**config.mk**
```make
export PLATFORM = sky130hd
export DESIGN_NAME = irq_merge
export DESIGN_NICKNAME = d
export VERILOG_FILES = /design/src/rtl/irq_merge_pkg.sv /design/src/rtl/irq_edge_cell.sv /design/src/rtl/irq_cfg_regs.sv /design/src/rtl/irq_merge.sv
export SDC_FILE = /design/constraint.sdc
export NUM_CORES = 1
export LEC_CHECK = 0
export BUFFER_PORTS_ARGS = -buffer_cell sky130_fd_sc_hd__clkbuf_2
export CAP_MARGIN = 20
export CORE_MARGIN = 2
export CORE_UTILIZATION = 48
export DETAILED_ROUTE_END_ITERATION = 10
export GPL_TIMING_DRIVEN = 0
export PLACE_DENSITY = 0.79
export SYNTH_ARGS = -nofsm -noshare
export SYNTH_HDL_FRONTEND = slang
export SYNTH_HIERARCHICAL = 1
export SYNTH_SLANG_ARGS = --single-unit
```
**constraint.sdc**
```tcl
create_clock -name clk_i -period 0.8 [get_ports clk_i]
set_input_delay 0.08 -clock clk_i [delete_from_list [all_inputs] [get_ports clk_i]]
set_output_delay 0.08 -clock clk_i [all_outputs]
set_load 0.01 [all_outputs]
```
**src/rtl/irq_merge_pkg.sv**
```systemverilog
package irq_merge_pkg;
  localparam int unsigned ADDR_W = 2;
  typedef enum logic [ADDR_W-1:0] {
    REG_EN   = 2'd0,
    REG_POL  = 2'd1,
    REG_FLAG = 2'd2,
    REG_NONE = 2'd3
  } reg_addr_e;
endpackage

```
**src/rtl/irq_edge_cell.sv**
```systemverilog
module irq_edge_cell (
  input  logic clk_i,
  input  logic rst_ni,
  input  logic pin_i,
  input  logic en_i,
  input  logic pol_i,
  input  logic clr_i,
  output logic flag_o
);
  logic sync1_q, sync2_q, prev_q, flag_q;
  logic rise, fall, hit;

  always_ff @(posedge clk_i or negedge rst_ni) begin
    if (!rst_ni) begin
      sync1_q <= 1'b0;
      sync2_q <= 1'b0;
      prev_q  <= 1'b0;
    end else begin
      sync1_q <= pin_i;
      sync2_q <= sync1_q;
      prev_q  <= sync2_q;
    end
  end

  assign rise = sync2_q & ~prev_q;
  assign fall = ~sync2_q & prev_q;
  assign hit  = en_i & (pol_i ? rise : fall);

  // a new edge outranks a clear in the same cycle
  always_ff @(posedge clk_i or negedge rst_ni) begin
    if (!rst_ni) flag_q <= 1'b0;
    else         flag_q <= hit | (flag_q & ~clr_i);
  end

  assign flag_o = flag_q;

  AST_NO_CAPTURE_DISABLED: assert property (@(posedge clk_i) disable iff (!rst_ni)
    (!en_i && !flag_q) |=> !flag_q);
  AST_SET_BEATS_CLEAR: assert property (@(posedge clk_i) disable iff (!rst_ni)
    (hit && clr_i) |=> flag_q);
  AST_FLAG_STICKY: assert property (@(posedge clk_i) disable iff (!rst_ni)
    (flag_q && !clr_i) |=> flag_q);
  AST_CLEAR_WORKS: assert property (@(posedge clk_i) disable iff (!rst_ni)
    (clr_i && !hit) |=> !flag_q);
endmodule

```
**src/rtl/irq_cfg_regs.sv**
```systemverilog
module irq_cfg_regs
  import irq_merge_pkg::*;
#(
  parameter int unsigned DW = 8
) (
  input  logic              clk_i,
  input  logic              rst_ni,
  input  logic              we_i,
  input  logic [ADDR_W-1:0] addr_i,
  input  logic [DW-1:0]     wdata_i,
  input  logic [DW-1:0]     flags_i,
  output logic [DW-1:0]     rdata_o,
  output logic [DW-1:0]     en_o,
  output logic [DW-1:0]     pol_o,
  output logic [DW-1:0]     clr_o
);
  logic [DW-1:0] en_q, pol_q;

  always_ff @(posedge clk_i or negedge rst_ni) begin
    if (!rst_ni) begin
      en_q  <= '0;
      pol_q <= '0;
    end else if (we_i) begin
      if (addr_i == REG_EN)  en_q  <= wdata_i;
      if (addr_i == REG_POL) pol_q <= wdata_i;
    end
  end

  assign clr_o = (we_i && addr_i == REG_FLAG) ? wdata_i : '0;
  assign en_o  = en_q;
  assign pol_o = pol_q;

  always_comb begin
    unique case (addr_i)
      REG_EN:   rdata_o = en_q;
      REG_POL:  rdata_o = pol_q;
      REG_FLAG: rdata_o = flags_i;
      default:  rdata_o = '0;
    endcase
  end

  AST_EN_HOLDS: assert property (@(posedge clk_i) disable iff (!rst_ni)
    !(we_i && addr_i == REG_EN) |=> $stable(en_q));
endmodule

```
**src/rtl/irq_merge.sv**
```systemverilog
module irq_merge
  import irq_merge_pkg::*;
#(
  parameter int unsigned             NUM_GRP   = 7,
  parameter int unsigned             PINS      = 4,
  parameter logic [NUM_GRP-1:0]      GRP_LINE1 = '1
) (
  input  logic                clk_i,
  input  logic                rst_ni,
  input  logic [NUM_GRP-1:0]  grp_req_ni,
  input  logic [PINS-1:0]     pin0_i,
  input  logic [PINS-1:0]     pin1_i,
  input  logic                reg_we_i,
  input  logic [ADDR_W-1:0]   reg_addr_i,
  input  logic [2*PINS-1:0]   reg_wdata_i,
  output logic [2*PINS-1:0]   reg_rdata_o,
  output logic                irq0_no,
  output logic                irq1_no
);
  localparam int unsigned NPIN = 2 * PINS;

  logic [NPIN-1:0] pins, en, pol, clr, flags;
  logic            grp_low0, grp_low1;

  assign pins = {pin1_i, pin0_i};

  irq_cfg_regs #(.DW(NPIN)) u_regs (
    .clk_i   (clk_i),
    .rst_ni  (rst_ni),
    .we_i    (reg_we_i),
    .addr_i  (reg_addr_i),
    .wdata_i (reg_wdata_i),
    .flags_i (flags),
    .rdata_o (reg_rdata_o),
    .en_o    (en),
    .pol_o   (pol),
    .clr_o   (clr)
  );

  for (genvar k = 0; k < NPIN; k++) begin : g_cell
    irq_edge_cell u_cell (
      .clk_i  (clk_i),
      .rst_ni (rst_ni),
      .pin_i  (pins[k]),
      .en_i   (en[k]),
      .pol_i  (pol[k]),
      .clr_i  (clr[k]),
      .flag_o (flags[k])
    );
  end

  assign grp_low0 = |(~grp_req_ni & ~GRP_LINE1);
  assign grp_low1 = |(~grp_req_ni & GRP_LINE1);

  assign irq0_no = ~(grp_low0 | (|flags[PINS-1:0]));
  assign irq1_no = ~(grp_low1 | (|flags[NPIN-1:PINS]));

  AST_LINE0_FLAG: assert property (@(posedge clk_i) disable iff (!rst_ni)
    (|flags[PINS-1:0]) |-> !irq0_no);
  AST_LINE1_FLAG: assert property (@(posedge clk_i) disable iff (!rst_ni)
    (|flags[NPIN-1:PINS]) |-> !irq1_no);
  AST_GROUP_PASS: assert property (@(posedge clk_i) disable iff (!rst_ni)
    (|(~grp_req_ni & GRP_LINE1)) |-> !irq1_no);
  AST_LINE0_SEPARATE: assert property (@(posedge clk_i) disable iff (!rst_ni)
    (flags[PINS-1:0] == '0 && (~grp_req_ni & ~GRP_LINE1) == '0) |-> irq0_no);
endmodule

```
==> summary.txt <==
Outcome
  • Status: finished, violations left
  • Failing checks: hold timing, setup timing

Floorplanning
  • Site Rows: 23
  • Die Area: 4570 um^2
  • Initial Util: 0.492
  • Core area: just under 4000 um^2
  • Die Width: roughly 68 um
  • IO Pins: 38
  • Die Y: 67.6 um

Place
  • Post-Place Cells: between 200 and 250
  • DP Area: ~2200 um^2
  • GPL Wtd Cong: roughly 0.7
  • Post-detail-place hpwl: around 2500 um
  • Number of buffers added on ports: 37

Setup path
  • Worst EP arrival: ~1.2 ns
  • CP max-delay cell: dfrtp_1
  • Crit Path Max Fanout: 3
  • CP startpoint kind: register
  • Crit path buf inv count: 2
  • Number of cells on the critical path: 4
  • R2R cell count: 3
  • CP top delay family: flip-flops
  • Crit path cell chain: buf_4 -> mux2i_1 -> o2bb2ai_1 -> clkbuf_2
  • Crit path largest cell delay: around 0.42 ns
  • CP Capture Type: primary output
  • Kind of critical path: reg -> out
  • Worst endpoint required time: just over 0.7 ns

STA
  • Tightest Pin Transition: 0.569 ns
  • Max-slew violations: 0
  • Setup TNS: -4.38 ns
  • RSZ-0062 raised after global routing: true
  • Fmax: about 0.76 GHz
  • Tcrit/Tclk final: 1.64
  • Post-route setup slack: -0.513 ns
  • Period minus WS final: about 1.3 ns
  • Max-slew headroom: 0.620
  • Fin Clk Skew: approximately 0.007 ns
  • Count of final setup violators: 17
  • Fin Hold WS: -0.239 ns
  • Final Hold Fails: 21

Cells and area
  • Final non-filler cell total: ~260
  • Number of diodes: 0
  • Layout cell share with drive strength beyond 1: 0.439
  • Final net count: ~230
  • Synth-to-layout area growth: 35.2%
  • Final Cell Area: about 2600 um^2

Routing
  • DR WL/cell: around 16 um
  • Via-per-instance ratio: approximately 5.1
  • DRC Markers: 0
  • Final ANT Viol Nets: 0
  • Routed wire length: ~4000 um
  • Vias: 1304
  • First drt pass iteration count: 4
  • DR iter-0 viols: 68

Synth
  • Avg Synthesized Cell Area: around 15 um^2
  • Synth Area in Compound Gates: 0.0361
  • Adder-cell share of the synthesized area: 0
  • Post-synthesis sequential area ratio: 0.619
  • Synth Net Count: 160
  • Yosys reg bits: 48
  • Cell count after synthesis: between 100 and 150
  • Synthesized area: around 1900 um^2
  • Synth Area in Simple Gates: 0.200
  • Largest family of logic cells by synthesized area: simple AND/OR/NAND/NOR gates
  • Ys Warns: 6
  • XOR/XNOR Fraction of Synth Area: 0
  • Netlist cell types: 18
  • Mux share of post-synthesis cell area: 0.134

Pwr
  • Final Total Pwr: 5.72 mW
  • Power share of the sequential group: 0.541
  • Cell internal pwr: 4.21 mW
  • Pwr per Cell Area: around 2200 nW/um^2
  • Switch Pwr: 1.51 mW
  • Combinational share of power: 0.208
  • Peak VDD IR: around 1.0 mV
  • Clock network fraction of total power: 0.251
  • Leak: roughly 1.2 nW
  • Switching share of power: 0.265

GRT
  • Initial antenna violation count: 0
  • Tot GR Track Use: 0.185
  • GRT overflow: 0
  • Largest net degree at the start of global routing: 49
  • Vias in the first global route: about 1300
  • First-pass GRT wire length: ~5900 um

Clock tree
  • CTS Root Cell: clkbuf_8
  • Clk_lat worst skew: 0.30 ns
  • CTS tree: done
  • H-Tree Depth: 2
  • CTS buffer count: 5
  • Cts hold-fix bufs: 8
  • Clock sink total: between 40 and 50
  • Buffer depth of the longest clock path: 2
  • Clock slew at reported path FFs: approximately 0.080 ns

Hold path
  • Hold crit path type: in -> async

Flow run
  • Maxcap violations: 0
[sequential cells by signal (all words and copies together) (netlist names)]
register	cells
u_regs/en_o	8
g_cell.u_cell/sync1_q	8
g_cell.u_cell/prev_q	8
g_cell.u_cell/flag_o	8
g_cell.u_cell/sync2_q	8
u_regs/pol_o	8
[power groups by stage]
stage          combinational (mW)  clock, mW  sequential, mW
2_1_floorplan               0.569          0            3.05
3_3_place_gp                0.821          0            3.10
3_5_place_dp                0.859          0            3.14
4_1_cts                      1.05       1.50            3.08
5_1_grt                      1.31       1.59            3.15
6_report                     1.19       1.44            3.09
[synth_stat cells]
library cell	count	area [um^2]
mux2i_1	8	80.1
and2_1	8	50.1
and3b_1	1	8.76
nor2b_1	1	6.26
nand3b_2	1	11.3
nor4_1	1	6.26
nor3b_4	1	18.8
buf_4	2	15.0
o2bb2ai_1	8	70.1
dfrtp_1	48	1200
nor4_2	1	12.5
nand3_1	8	40.0
nand2b_1	9	56.3
buf_2	1	5.00
nand4bb_1	9	101
nand4_1	1	6.26
nand4b_1	8	70.1
mux2_2	16	180
[per-layer routing]
metal	routed length, um	track usage	up-vias
met5	0	0	-
met4	65	0.0816	0
met3	197	0.0550	6
met2	2060	0.324	30
met1	1720	0.207	631
li1	-	-	637
[worst paths after layout]
path	start	endpoint	slack, ns
hold / removal	rst_ni	g_cell[6].u_cell/sync1_q	-0.24
max in group asynchronous	rst_ni	g_cell[4].u_cell/sync2_q	0.49
min in group clk_i	reg_wdata_i[5]	u_regs/pol_o[5]	0.04
hold reg to reg	g_cell[2].u_cell/sync1_q	g_cell[2].u_cell/sync2_q	0.35
setup / recovery	g_cell[4].u_cell/flag_o	reg_rdata_o[4]	-0.51
setup reg to reg	u_regs/en_o[4]	g_cell[4].u_cell/flag_o	-0.08
[logic make-up (layout without fill, tap and decap cells)]
logic type / count (synthesis) / in the layout
flip-flops: 48 / 48
multiplexers: 24 / 24
AND/OR/NAND/NOR: 49 / 49
AO/OA/AOI/OAI: 8 / 8
buffers and inverters: 3 / 76
[repair_timing]
item	CTS	global route
endpoints found under the hold margin	8	21
buffers inserted	6	13
setup endpoints to repair	26	31
resized for setup	5	15
pin swaps	13	3
[cells in the final DEF, fill, tap and decap left out, types with 8 or more instances in the layout]
cell type / count
mux2_2: 15
o2bb2ai_1: 8
mux2i_1: 8
buf_2: 8
nand4b_1: 8
nand2b_1: 8
nand4bb_1: 9
dfrtp_1: 48
clkbuf_2: 28
buf_4: 14
dlygate4sd3_1: 8
[metrics by stage]
step           utilization  worst slack (ns)
2_1_floorplan            -            -0.103
3_3_place_gp         0.563            -0.455
3_5_place_dp         0.563            -0.450
4_1_cts              0.627            -0.528
5_1_grt              0.665            -0.622
6_report             0.665            -0.513
[final cells by class]
| class | instances | area, um^2 |
|---|---|---|
| plain buffers | 3 | 40.0 |
| clock buffers | 8 | 90.1 |
| fillers | 280 | 1320 |
| multi-input cells | 81 | 753 |
| flip-flops and latches | 48 | 1200 |
| well taps | 50 | 62.6 |
| repair buffers | 65 | 474 |
Power figures use the tool's default switching activity.
